$ cat src/rtl/q31_pair_pack_pkg.sv
package q31_pair_pack_pkg;

    typedef enum logic [0:0] {
        ST_EMPTY = 1'b0,
        ST_FULL  = 1'b1
    } pack_state_e;

endpackage

$ cat src/rtl/q31_round_lane.sv
module q31_round_lane #(
    parameter int IN_W  = 32,
    parameter int OUT_W = 16
) (
    input  logic [IN_W-1:0]  din,
    output logic [OUT_W-1:0] half,
    output logic             sat
);
    localparam int SHIFT = IN_W - OUT_W;
    localparam logic [IN_W-1:0]  MAXPOS = {1'b0, {(IN_W-1){1'b1}}};
    localparam logic [IN_W-1:0]  RND    = {{(IN_W-1){1'b0}}, 1'b1} << (SHIFT-1);
    localparam logic [IN_W-1:0]  LIMIT  = MAXPOS - RND;
    localparam logic [OUT_W-1:0] CLAMP  = {1'b0, {(OUT_W-1){1'b1}}};

    logic [IN_W-1:0] sum;

    always_comb begin
        sat  = $signed(din) > $signed(LIMIT);
        sum  = din + RND;
        half = sat ? CLAMP : sum[IN_W-1:SHIFT];
    end
endmodule

$ cat src/rtl/sat_sticky.sv
module sat_sticky (
    input  logic clk,
    input  logic rst_n,
    input  logic set_i,
    input  logic clr_i,
    output logic flag_o
);
    always_ff @(posedge clk or negedge rst_n) begin
        if (!rst_n)     flag_o <= 1'b0;
        else if (set_i) flag_o <= 1'b1;
        else if (clr_i) flag_o <= 1'b0;
    end
endmodule

$ cat src/rtl/q31_pair_pack.sv
module q31_pair_pack
    import q31_pair_pack_pkg::*;
#(
    parameter int IN_W    = 32,
    parameter int OUT_W   = 16,
    parameter int CTRL_W  = 32,
    parameter int OVF_BIT = 22
) (
    input  logic                 clk,
    input  logic                 rst_n,
    input  logic                 in_valid,
    input  logic [IN_W-1:0]      op_first,
    input  logic [IN_W-1:0]      op_second,
    input  logic                 clr_sat,
    output logic                 out_valid,
    output logic [2*OUT_W-1:0]   out_word,
    output logic [CTRL_W-1:0]    ctrl_word
);
    localparam int LANES = 2;

    pack_state_e state_q, state_d;
    logic [LANES*OUT_W-1:0] packed_d;
    logic [LANES-1:0]       lane_sat;
    logic                   ovf_flag;

    // lane 1 -> upper half (first operand), lane 0 -> lower half
    for (genvar g = 0; g < LANES; g++) begin : g_lane
        logic [IN_W-1:0]  lane_in;
        logic [OUT_W-1:0] lane_half;
        assign lane_in = (g == LANES-1) ? op_first : op_second;
        q31_round_lane #(.IN_W(IN_W), .OUT_W(OUT_W)) u_lane (
            .din  (lane_in),
            .half (lane_half),
            .sat  (lane_sat[g])
        );
        assign packed_d[g*OUT_W +: OUT_W] = lane_half;
    end

    sat_sticky u_sticky (
        .clk    (clk),
        .rst_n  (rst_n),
        .set_i  (in_valid && (|lane_sat)),
        .clr_i  (clr_sat),
        .flag_o (ovf_flag)
    );

    always_ff @(posedge clk or negedge rst_n) begin
        if (!rst_n) state_q <= ST_EMPTY;
        else        state_q <= state_d;
    end

    always_comb begin
        state_d = state_q;
        unique case (state_q)
            ST_EMPTY: state_d = in_valid ? ST_FULL : ST_EMPTY;
            ST_FULL:  state_d = in_valid ? ST_FULL : ST_EMPTY;
            default:  state_d = ST_EMPTY;
        endcase
    end

    always_ff @(posedge clk or negedge rst_n) begin
        if (!rst_n)        out_word <= '0;
        else if (in_valid) out_word <= packed_d;
    end

    always_comb begin
        out_valid = (state_q == ST_FULL);
        ctrl_word = '0;
        ctrl_word[OVF_BIT] = ovf_flag;
    end
endmodule

$ cat config.mk
export PLATFORM = sky130hd
export DESIGN_NAME = q31_pair_pack
export DESIGN_NICKNAME = d
export VERILOG_FILES = /design/src/rtl/q31_pair_pack_pkg.sv /design/src/rtl/q31_round_lane.sv /design/src/rtl/sat_sticky.sv /design/src/rtl/q31_pair_pack.sv
export SDC_FILE = /design/constraint.sdc
export NUM_CORES = 1
export LEC_CHECK = 0
export BUFFER_PORTS_ARGS = -buffer_cell sky130_fd_sc_hd__buf_4
export CAP_MARGIN = 20
export CORE_AREA = 2 2 74 76
export CTS_CLUSTER_SIZE = 30
export DETAILED_ROUTE_END_ITERATION = 12
export DIE_AREA = 0 0 76 78
export HOLD_SLACK_MARGIN = 0.15
export PLACE_DENSITY = 0.82
export SLEW_MARGIN = 10
export SYNTH_ARGS = -nofsm -noshare
export SYNTH_HDL_FRONTEND = slang
export SYNTH_SLANG_ARGS = --single-unit
$ cat constraint.sdc
create_clock -name clk -period 1.1 [get_ports clk]
set_input_delay 0.055 -clock clk [delete_from_list [all_inputs] [get_ports clk]]
set_output_delay 0.055 -clock clk [all_outputs]
set_load 0.05 [all_outputs]
# --- After elaboration in Yosys (flattened, before gate mapping) ---
# Index checks and enable logic that the tools add are counted.
word_totals:
  register_bits: 34
  in_bits: 68
  out_inout_bits: 65
  word_cells: 15
classes:
  n_addsub: 2
  n_lt_le_gt_ge: 2
  n_mux: 5
  n_reduce_logical: 3
op_table:
  columns: ["op", "count"]
  rows:
  - ["32-bit by 16-bit adder with 32-bit output, second input constant", 2]
  - ["32-bit > comparator, second input constant", 2]
  - ["16-bit two-way mux", 2]
  - ["1-bit two-way mux", 3]
  - ["2-bit nonzero test", 1]
  - ["2-bit OR reduction", 1]
  - ["1-bit logical AND", 1]

# --- Longest topological paths before layout ---
# Gate-level depths: netlist of run 1.
logic_depth:
  ltp_word: 4
  ltp_mapped: 5
  depth_no_buf: 5

# --- By module ---
# From an unflattened synthesis of run 1, not the netlist that was laid out.
unflattened:
  cells_unflattened: 248
  area_unflattened_um2: 2514.9
modules_own_cells:
  columns: ["module", "instances", "cells_per_inst", "area_each_um2", "seq_area_each_um2"]
  rows:
  - ["q31_pair_pack", 1, 103, 1617.8, 825.8]
  - ["q31_round_lane", 2, 71, 430.4, 0.0]
  - ["sat_sticky", 1, 3, 36.3, 25.0]

# --- Worst setup path before layout of run 1 ---
# OpenSTA, ideal clock, no wires.
synth_timing:
  path_type: "input to register"
  start: "input op_first[15]"
  end: "register out_word[29]"
  setup_ns: 0.144
  arrival_ns: 0.980
  required_time_ns: 0.956
  path_slack_ns: -0.024
  cell_stages: 5
  n_path_buf: 0
  cell_sequence: "ha_1 nand3_1 nor4_1 xnor2_1 a21oi_1"
synth_via:
  elab_chain_len: 2
  word_cells_on_any_way: 3
  cone_classes: "add/sub: 1; order compare: 1; mux: 1"
synth_rtl:
  columns: ["element", "line", "rtl"]
  rows:
  - ["start: declaration", "q31_pair_pack.sv:12", "input logic [IN_W-1:0] op_first,"]
  - ["32-bit by 16-bit adder with 32-bit output / 32-bit > comparator (equally long branches)", "q31_round_lane.sv:19, q31_round_lane.sv:18", null]
  - ["16-bit two-way mux (*)", "q31_round_lane.sv:20", "half = sat ? CLAMP : sum[IN_W-1:SHIFT];"]
  - ["end signal: assignment", "q31_pair_pack.sv:63", "else if (in_valid) out_word <= packed_d;"]
  - ["end: declaration", "q31_pair_pack.sv:16", "output logic [2*OUT_W-1:0] out_word,"]
# Mark *: on every way between the ends. The rest lies on a longest branch, timed or not.
# A chain may end at the register's enable or synchronous reset.

# --- Worst setup path in the final report of run 1 ---
layout_timing:
  start: "input op_first[15]"
  end: "register out_word[31]"
# The elaborated chain is that of the path after synthesis.

==> results of run 1 <==
power by group through the flow:
stage	clock network (uW)	logic [uW]	registers, uW
finish	1420	1430	1430
global placement	0	1370	1450
global route	1490	1510	1450
CTS	1440	1430	1440
floorplan	0	553	1860
detailed placement	0	1390	1460
cell type report:
class | instances | area, sq um
Fill cell | 418 | 1880
Multi-Input combinational cell | 191 | 1130
Timing Repair Buffer | 119 | 926
Sequential cell | 34 | 851
Tap cell | 70 | 87.6
Clock buffer | 6 | 82.6
Clock inverter | 2 | 60.1
Inverter | 7 | 26.3
worst max path at each step:
stage / startpoint / end / slack (ps) / depth (start not counted)
finish: op_first[15] / out_word[31] / 100 / 6
CTS: op_first[15] / out_word[31] / 90 / 6
floorplan: op_second[15] / out_word[13] / 10 / 5
detailed placement: op_first[15] / out_word[31] / -200 / 6
global placement: op_second[15] / out_word[5] / -130 / 7
global route: op_second[15] / out_word[13] / 50 / 6
critical path, stage by stage:
cell and delay [ps]:
buf_4 100, ha_1 220, nand4_1 140, nor4_1 290
xor2_1 120, a31o_2 260
repair_timing:
item / 4_1_cts / 5_1_grt
resized for setup: 0 / 2
setup endpoints to repair: 0 / 19
hold buffers: 13 / 0
endpoints found under the hold margin: 46 / 0
registers in the layout, summed over array words and instances (netlist names):
signal,count
out_word,32
out_valid,1
u_sticky.flag_o,1
routing by layer:
layer,track usage,part of all wire,up-vias
met5,0,0,-
met2,0.354,0.52,94
li1,-,-,1024
met4,0.0909,0.032,0
met1,0.229,0.39,1005
met3,0.0372,0.052,23
metrics by stage:
step | power, uW | instances | cell area, sq um | worst slack (ps)
detailed placement | 2840 | 408 | 2890 | -204
CTS | 4300 | 429 | 3160 | 90.7
global placement | 2830 | 408 | 2890 | -129
finish | 4290 | 429 | 3170 | 95.0
floorplan | 2420 | 271 | 2270 | 14.4
global route | 4450 | 429 | 3170 | 47.9
logic make-up (layout without fill, tap and decap cells):
family | Yosys count | count (layout)
other cells | 1 | 31
flops | 34 | 34
mux | 1 | 1
buf+inv | 46 | 134
xor+xnor | 23 | 23
compound gates | 45 | 45
simple gates | 89 | 89
fa+ha+maj | 2 | 2
cells in the final DEF (no fill, tap or decap), types with 3 or more instances in the layout:
cell           netlist  final
buf_4               32    106
clkbuf_8             0      6
xnor2_1             22     22
nand2_1             12     11
nor2_1              36     36
a31oi_1             17     17
nor4_1               7      6
a21oi_1             16     15
inv_1                7      7
nand4_2              3      3
dlygate4sd3_1        0     13
nand3_1             11     10
conb_1               1     31
nand4_1              4      4
nor3_1               8      8
dfrtp_1             34     34
a31o_2               4      4
==> summary.txt, run 1 <==
Status
  • Outcome: completed

CTS
  • H-Tree Depth: 2
  • Cts bufs inserted: 5
  • TritonCTS Sinks: 34
  • CTS tree: done
  • Clock latency on the worst-skew pair: 280 ps
  • Root buffer cell: clkbuf_8
  • Clk buf depth: 2
  • Post-CTS Setup Bufs: 0
  • Worst-path clk slew: 70 ps

Synth
  • Synth Area in Compound Gates: 0.129
  • Synth Instances: 241
  • Post-synth ARST share: 1.00
  • Sequential area share after synthesis: 0.396
  • Largest family of logic cells by synthesized area: simple AND/OR/NAND/NOR gates
  • Post-Synth Adder-Cell Area: 0.0116
  • Post-synth EDFFs: 0
  • Synth Cell Area: 0.00215 sq mm
  • Post-synthesis xor/xnor area fraction: 0.0938
  • Count leader, synth: nor2_1
  • Yosys warnings: 0
  • Prevailing post-synth register cell: dfrtp_1
  • Area contributors post-synth: dfrtp_1, buf_4, xnor2_1, nor2_1, a31oi_1
  • Top post-synthesis cells by count: nor2_1, dfrtp_1, buf_4
  • Area leader, netlist: dfrtp_1
  • Mux share of post-synthesis cell area: 0.00466
  • Yosys reg bits: 34
  • Post-Synth Simple-Gate Area: 0.226
  • Distinct cells, synth: 35
  • Top-area cell type share of the netlist area: 0.396
  • Post-Syn Area per Cell: 8.91 sq um

Pwr
  • Psw: 1510 uW
  • Sw Ratio: 0.352
  • Internal Dissipation: 2780 uW
  • Flop pwr share: 0.334
  • Leak: 0.00144 uW
  • Worst-case vdd ir drop: 811 uV
  • Logic pwr share: 0.334
  • Power per Cell Area: 1350 mW/mm^2
  • Clock share of power: 0.332

Drt
  • Antenna viol nets, final: 0
  • Detailed Route Iter0 Violations: 104
  • DRC: 0
  • Routed vias: 2,146
  • Via density: 5.00
  • Drt first pass iters: 4
  • Drt total wl: 5870 microns
  • DR WL/cell: 13.7 microns

Setup path
  • R2R Setup Slk: 260 ps
  • CP Data Required Time: 1270 ps
  • Worst flop-to-flop path startpoint: out_word[31]
  • Worst setup SP type: input pin
  • CP Max Fanout: 3
  • Crit Path Category: in2reg
  • R2r worst-path depth: 2
  • Crit. End Element: flip-flop
  • Worst reg2reg path endpoint: out_word[31]
  • Worst Path Arrival: 1180 ps

Timing
  • Crit path time final: 1000 ps
  • RSZ-0062 raised after global routing: no
  • Setup tns final: 0 ps
  • Pins Over Slew Limit: 0
  • Period utilization: 0.914
  • Fmax: 995 MHz
  • # setup viols final: 0
  • Clock skew: 0 ps
  • Final Hold Viols: 0
  • Worst hold margin: 160 ps

Global routing
  • Initial antenna violation count: 0
  • First-pass GRT wire length: 9460 microns
  • GR Util All Layers: 0.197
  • Largest net degree at the start of global routing: 35
  • Number of global-route vias before repair: 2,089
  • Gr ovfl total: 0

Worst hold path
  • Hold Startpoint: in_valid
  • Hold Path Depth: 2
  • Hold EP: out_valid
  • HP Class: in2reg

Floorplan
  • Die span in x: 76 microns
  • Core Rows: 26
  • Initial core utilization: 0.426
  • I/O Pins: 133
  • Core area: 0.00504 sq mm
  • Die H: 78 microns
  • Die area: 0.00593 sq mm

Cells and area
  • Nets: 428
  • Ant diodes: 0
  • Share of layout cells above drive strength 1: 0.365
  • Core Util, Final: 0.628
  • Synth-to-Final Area Change: 47.4%

Placed design
  • Port bufs: 71
  • Detail Placement HPWL: 4260 microns
  • RD Place Congestion: 0.875

Flow run
  • Max-Cap Viols: 0
No activity file was read; power rests on OpenSTA's default activity.
==> inputs of run 2 (changes only) <==
--- a/config.mk
+++ b/config.mk
@@ -7,10 +7,10 @@
 export LEC_CHECK = 0
 export BUFFER_PORTS_ARGS = -buffer_cell sky130_fd_sc_hd__buf_4
 export CAP_MARGIN = 20
-export CORE_AREA = 2 2 74 76
+export CORE_AREA = 2 2 63 89
 export CTS_CLUSTER_SIZE = 30
 export DETAILED_ROUTE_END_ITERATION = 12
-export DIE_AREA = 0 0 76 78
+export DIE_AREA = 0 0 65 91
 export HOLD_SLACK_MARGIN = 0.15
 export PLACE_DENSITY = 0.82
 export SLEW_MARGIN = 10
==> constraint.sdc (replaced) <==
create_clock -name clk -period 1.1 [get_ports clk]
set_input_delay 0.22 -clock clk [delete_from_list [all_inputs] [get_ports clk]]
set_output_delay 0.22 -clock clk [all_outputs]
set_load 0.05 [all_outputs]
==> run 2 against run 1 <==
  * The run now ends with negative setup slack left
  * First-iteration DRC count is 83% higher
  * Sequential share of layout area decreased by 2.0 points
  * Clock skew did not move
  * Maximum frequency is 9.3% lower
  * Cell area is 8.0% higher
  * Setup slack lost 100 ps
  * Worst hold slack better by 110 ps
  * Total power fell by 9.7%
  * Critical path type unchanged
  * Critical endpoint is now out_word[22]
==> summary.txt, run 2 (synthesis results as in run 1) <==
Status
  • Outcome: finished with violations (was completed)
  • Failing checks: negative setup slack

Global routing
  • Gr busiest metal: met2 (unchanged)
  • Gr ovfl total: 0 (unchanged)
  • First-pass GRT wire length: 9950 microns (was 9460 microns)
  • Met3 Use GR: 0.0372 (about the same)
  • Largest net degree at the start of global routing: 35 (unchanged)
  • Number of global-route vias before repair: 2,188 (was 2,089)
  • GR Util All Layers: 0.215 (was 0.197)
  • Initial antenna violation count: 0 (unchanged)
  • M1 GR Usage: 0.230 (was 0.229)
  • M2 GR Usage: 0.401 (was 0.354)

Timing
  • # setup viols final: 2 (was 0)
  • RSZ-0062 raised after global routing: yes (was no)
  • Period utilization: 1.01 (was 0.914)
  • Crit path time final: 1110 ps (was 1000 ps)
  • Fmax: 902 MHz (was 995 MHz)
  • Final Hold Viols: 0 (unchanged)
  • Clock skew: 0 ps (unchanged)
  • Setup WS post-layout: -8.35 ps (was 95.0 ps)
  • Worst hold margin: 274 ps (was 160 ps)
  • Pins Over Slew Limit: 0 (unchanged)

Cells and area
  • Largest Register: out_word (unchanged)
  • Share of layout cells above drive strength 1: 0.447 (was 0.365)
  • Post-route cell area: 0.00342 sq mm (was 0.00317 sq mm)
  • Finished Layout Cells: 431 (was 429)
  • Sequential Area: 851 sq um (unchanged)
  • Multi-input gate area: 0.00133 sq mm (was 0.00113 sq mm)
  • Core Util, Final: 0.673 (was 0.628)
  • Most frequent cells in the layout: buf_4, nor2_1, dfrtp_1 (unchanged)
  • Max reg flops: 32 (unchanged)
  • Nets: 435 (was 428)
  • Synth-to-Final Area Change: 59.2% (was 47.4%)
  • Commonest non-fill, non-tap cell in the layout: buf_4 (unchanged)
  • Ant diodes: 0 (unchanged)
  • Filler Cell Count: 386 (was 418)

Drt
  • Via density: 5.08 (was 5.00)
  • Drt total wl: 6460 microns (was 5870 microns)
  • DRC: 0 (unchanged)
  • Detailed Route Iter0 Violations: 190 (was 104)
  • DR WL/cell: 15.0 microns (was 13.7 microns)
  • Drt first pass iters: 4 (unchanged)
  • Routed vias: 2,191 (was 2,146)
  • Antenna viol nets, final: 0 (unchanged)

Setup path
  • CP Max Fanout: 4 (was 3)
  • Worst Path Buf+Inv: 2 (was 1)
  • Worst path slowest cell: nor4_4 (was nor4_1)
  • Worst setup SP type: input pin (unchanged)
  • CP Data Required Time: 1280 ps (was 1270 ps)
  • Top Family by Delay on Critical Path: simple AND/OR/NAND/NOR gates (unchanged)
  • Crit. End Element: flip-flop (unchanged)
  • Crit Path Category: in2reg (unchanged)
  • Worst Path Arrival: 1290 ps (was 1180 ps)
  • Largest stage delay on the critical path: 370 ps (was 290 ps)
  • CP Cell Sequence: buf_8, nand4_4, nor4_4, buf_4, nor3_2, o31ai_1 (was buf_4, ha_1, nand4_1, nor4_1, xor2_1, a31o_2)

Pwr
  • Logic pwr share: 0.404 (was 0.334)
  • Sw Ratio: 0.399 (was 0.352)
  • Leak: 0.00152 uW (was 0.00144 uW)
  • Psw: 1550 uW (was 1510 uW)
  • Clock share of power: 0.221 (was 0.332)
  • Flop pwr share: 0.375 (was 0.334)
  • Internal Dissipation: 2330 uW (was 2780 uW)
  • Power per Cell Area: 1130 mW/mm^2 (was 1350 mW/mm^2)
  • Worst-case vdd ir drop: 739 uV (was 811 uV)

Worst hold path
  • HP Class: in2reg (unchanged)

Placed design
  • Post-place setup slack: -345 ps (was -204 ps)
  • Port bufs: 71 (unchanged)
  • Placement Cell Area: 0.00308 sq mm (was 0.00289 sq mm)
  • Detail Placement HPWL: 4670 microns (was 4260 microns)
  • Dpl cells: 417 (was 408)
  • RD Place Congestion: 0.872 (was 0.875)

Flow run
  • Max-Cap Viols: 0 (unchanged)

CTS
  • TritonCTS Sinks: 34 (unchanged)
  • Worst-path clk slew: 70 ps (about the same)
  • CTS tree: done (unchanged)
  • H-Tree Depth: 2 (unchanged)
  • Clk buf depth: 2 (unchanged)
  • Root buffer cell: clkbuf_8 (unchanged)
  • Cts bufs inserted: 5 (unchanged)
  • Clock latency on the worst-skew pair: 270 ps (was 280 ps)

Floorplan
  • Die H: 91 microns (was 78 microns)
  • Die area: 0.00592 sq mm (was 0.00593 sq mm)
  • Die span in x: 65 microns (was 76 microns)
  • I/O Pins: 133 (unchanged)
  • Core area: 0.00508 sq mm (was 0.00504 sq mm)
  • Initial core utilization: 0.423 (was 0.426)
  • Core Rows: 31 (was 26)
-- run 2: cell types whose count changed in the layout (fill, tap and decap cells not counted), moves of 3 or more --
cell           delta
nor4_1            -6
buf_4             -6
nand3_4           +4
nand4_4           +3
buf_6            +21
buf_8             +3
dlygate4sd3_1    -11
nor4_4            +3
nand4_2           -3
nor4_2            +3
nand3_1           -4
-- run 2: metrics by stage --
step / TNS, ps / total power (uW)
floorplan: -441 / 2430
global placement: -5440 / 2900
detailed placement: -6800 / 2920
CTS: -3.42 / 3780
global route: -206 / 4040
finish: -12.9 / 3870
-- run 2: metal layers --
layer / share of wire / vias up / routed length (microns)
met3: 0.061 / 17 / 394
li1: - / 1027 / -
met1: 0.35 / 1046 / 2230
met2: 0.56 / 101 / 3630
met4: 0.031 / 0 / 201
met5: 0 / - / 0
-- run 2: timing repair --
item,in CTS,in global routing
endpoints found under the setup margin,12,33
pin swaps,3,11
hold endpoints to repair,35,0
buffers inserted,2,3
resized for setup,5,39
hold buffers,2,0
-- run 2: worst paths after layout --
path,start,endpoint,slack (ps),cells past startpoint
max,op_first[24],out_word[22],-8,6
max in group asynchronous,rst_n,u_sticky.flag_o,370,2
min reg2reg,out_word[0],out_word[0],520,2
max reg2reg,out_word[31],out_word[31],290,2
min in group asynchronous,rst_n,out_valid,430,2
min,op_second[30],out_word[14],270,3
-- run 2: cell type report --
type,instances,area share
multi-input combinational,191,0.390
timing repair buffer,126,0.308
sequential,34,0.249
tap,66,0.0241
clock buffer,7,0.0223
inverter,7,0.00768
-- run 2: worst min-delay path, delay by kind of cell --
kind	cells	cell delay [ps]
buffers and inverters	1	90
AO/OA/AOI/OAI	2	210
-- run 2: power by group through the flow --
stage	sequential (uW)	combinational, uW	clock (uW)
finish	1450	1570	857
global route	1460	1640	935
CTS	1440	1480	859
detailed placement	1460	1460	0
global placement	1460	1440	0
floorplan	1860	570	0
==> inputs of run 3 (changes only) <==
--- a/config.mk
+++ b/config.mk
@@ -13,6 +13,7 @@
 export DIE_AREA = 0 0 65 91
 export HOLD_SLACK_MARGIN = 0.15
 export PLACE_DENSITY = 0.82
+export SKIP_CTS_REPAIR_TIMING = 1
 export SLEW_MARGIN = 10
 export SYNTH_ARGS = -nofsm -noshare
 export SYNTH_HDL_FRONTEND = slang
==> run 3 against run 2 <==
  * The flow now finishes without violations
  * Die area is the same
  * Via count up 1.1%
  * Count of clock-buffer cells in the layout is the same
  * Total power is 0.34% lower
  * Combinational power about the same
  * Maximum frequency increased by 1.4%
  * Wire length rose by 0.15%
  * Clock skew unchanged
==> summary.txt, run 3 (synthesis results as in run 1) <==
Status
  • Outcome: completed (was finished with violations)

Cells and area
  • Commonest non-fill, non-tap cell in the layout: buf_4 (unchanged)
  • Most frequent cells in the layout: buf_4, nor2_1, dfrtp_1 (unchanged)
  • Nets: 433 (was 435)
  • Ant diodes: 0 (unchanged)
  • Share of layout cells above drive strength 1: 0.441 (was 0.447)
  • Finished Layout Cells: 429 (was 431)
  • Synth-to-Final Area Change: 58.4% (was 59.2%)
  • Max reg flops: 32 (unchanged)
  • Largest Register: out_word (unchanged)

Global routing
  • First-pass GRT wire length: 9560 microns (was 9950 microns)
  • GR Util All Layers: 0.207 (was 0.215)
  • Initial antenna violation count: 0 (unchanged)
  • Gr ovfl total: 0 (unchanged)
  • Number of global-route vias before repair: 2,125 (was 2,188)
  • Largest net degree at the start of global routing: 35 (unchanged)

Setup path
  • Largest stage delay on the critical path: 380 ps (was 370 ps)
  • Worst setup SP type: input pin (unchanged)
  • Worst path slowest cell: nor4_4 (unchanged)
  • Crit Path Category: in2reg (unchanged)
  • Levels on crit path: 5 (was 6)
  • R2r worst-path depth: 2 (unchanged)
  • Worst Path Buf+Inv: 1 (was 2)
  • Worst Path Arrival: 1260 ps (was 1290 ps)
  • CP Cell Sequence: buf_8, nand4_4, nor4_4, nand2_2, a31o_2 (was buf_8, nand4_4, nor4_4, buf_4, nor3_2, o31ai_1)
  • Crit. End Element: flip-flop (unchanged)
  • CP Max Fanout: 6 (was 4)
  • CP Data Required Time: 1270 ps (was 1280 ps)
  • Top Family by Delay on Critical Path: simple AND/OR/NAND/NOR gates (unchanged)

Timing
  • Setup WS post-layout: 7.27 ps (was -8.35 ps)
  • Clock skew: 0 ps (unchanged)
  • # setup viols final: 0 (was 2)
  • Final Hold Viols: 0 (unchanged)
  • Setup tns final: 0 ps (was -12.9 ps)
  • Fmax: 915 MHz (was 902 MHz)
  • Pins Over Slew Limit: 0 (unchanged)
  • Worst hold margin: 249 ps (was 274 ps)
  • RSZ-0062 raised after global routing: yes (unchanged)
  • Period utilization: 0.993 (was 1.01)
  • Crit path time final: 1090 ps (was 1110 ps)

Pwr
  • Power per Cell Area: 1130 mW/mm^2 (about the same)
  • Worst-case vdd ir drop: 730 uV (was 739 uV)
  • Leak: 0.00152 uW (about the same)

Flow run
  • Max-Cap Viols: 0 (unchanged)

Placed design
  • Dpl cells: 417 (unchanged)
  • Detail Placement HPWL: 4670 microns (unchanged)
  • Post-place setup slack: -345 ps (unchanged)
  • Port bufs: 71 (unchanged)
  • RD Place Congestion: 0.872 (unchanged)

Drt
  • Via density: 5.17 (was 5.08)
  • DR WL/cell: 15.1 microns (was 15.0 microns)
  • Drt first pass iters: 4 (unchanged)
  • Antenna viol nets, final: 0 (unchanged)
  • Drt total wl: 6470 microns (was 6460 microns)
  • Routed vias: 2,216 (was 2,191)
  • DRC: 0 (unchanged)
  • Detailed Route Iter0 Violations: 184 (was 190)

Floorplan
  • Die span in x: 65 microns (unchanged)
  • I/O Pins: 133 (unchanged)
  • Die H: 91 microns (unchanged)
  • Core Rows: 31 (unchanged)
  • Initial core utilization: 0.423 (unchanged)
  • Core area: 0.00508 sq mm (unchanged)
  • Die area: 0.00592 sq mm (unchanged)

CTS
  • Clk buf depth: 2 (unchanged)
  • Worst-path clk slew: 60 ps (was 70 ps)
  • TritonCTS Sinks: 34 (unchanged)
  • Cts bufs inserted: 5 (unchanged)
  • Clock latency on the worst-skew pair: 270 ps (about the same)
  • CTS tree: done (unchanged)
  • Root buffer cell: clkbuf_8 (unchanged)
  • H-Tree Depth: 2 (unchanged)

Worst hold path
  • HP Class: in2reg (unchanged)
  • Hold Path Depth: 3 (unchanged)
-- run 3: area by class of cell --
| cell class | count | area (sq um) |
|---|---|---|
| fill | 387 | 1680 |
| multi-input combinational | 191 | 1320 |
| sequential | 34 | 851 |
| timing repair buffer | 124 | 1040 |
| inverter | 7 | 26.3 |
| tap | 66 | 82.6 |
| clock buffer | 7 | 76.3 |
-- run 3: worst paths after layout --
check | startpoint | end | slack, ps
max in group asynchronous | rst_n | out_word[2] | 370
min reg2reg | out_word[0] | out_word[0] | 530
min in group asynchronous | rst_n | out_valid | 420
max reg2reg | out_word[31] | out_word[31] | 290
max | op_first[23] | out_word[31] | 7
min | op_first[24] | out_word[24] | 250
-- run 3: metrics by stage --
stage	total power, uW	area (sq um)	util
after floorplan	2430	2380	-
after global placement	2900	3080	0.607
after detailed placement	2920	3080	0.607
after CTS	3760	3160	0.622
after global routing	4040	3400	0.670
final	3860	3400	0.670
-- run 3: worst min-delay path, stage by stage --
cell	delay, ps
buf_6	90
xnor2_1	110
a21oi_1	60
-- run 3: metal layers --
layer | global-route usage | vias to the layer above | part of all wire
met5 | 0 | - | 0
met4 | 0.0745 | 0 | 0.028
met3 | 0.0384 | 21 | 0.061
met2 | 0.389 | 115 | 0.57
met1 | 0.222 | 1048 | 0.34
li1 | - | 1032 | -
-- run 3: report_power, final --
group	total [uW]	switching, uW	internal (uW)
Sequential	1450	86.1	1370
Clock	847	412	435
Combinational	1560	1030	525
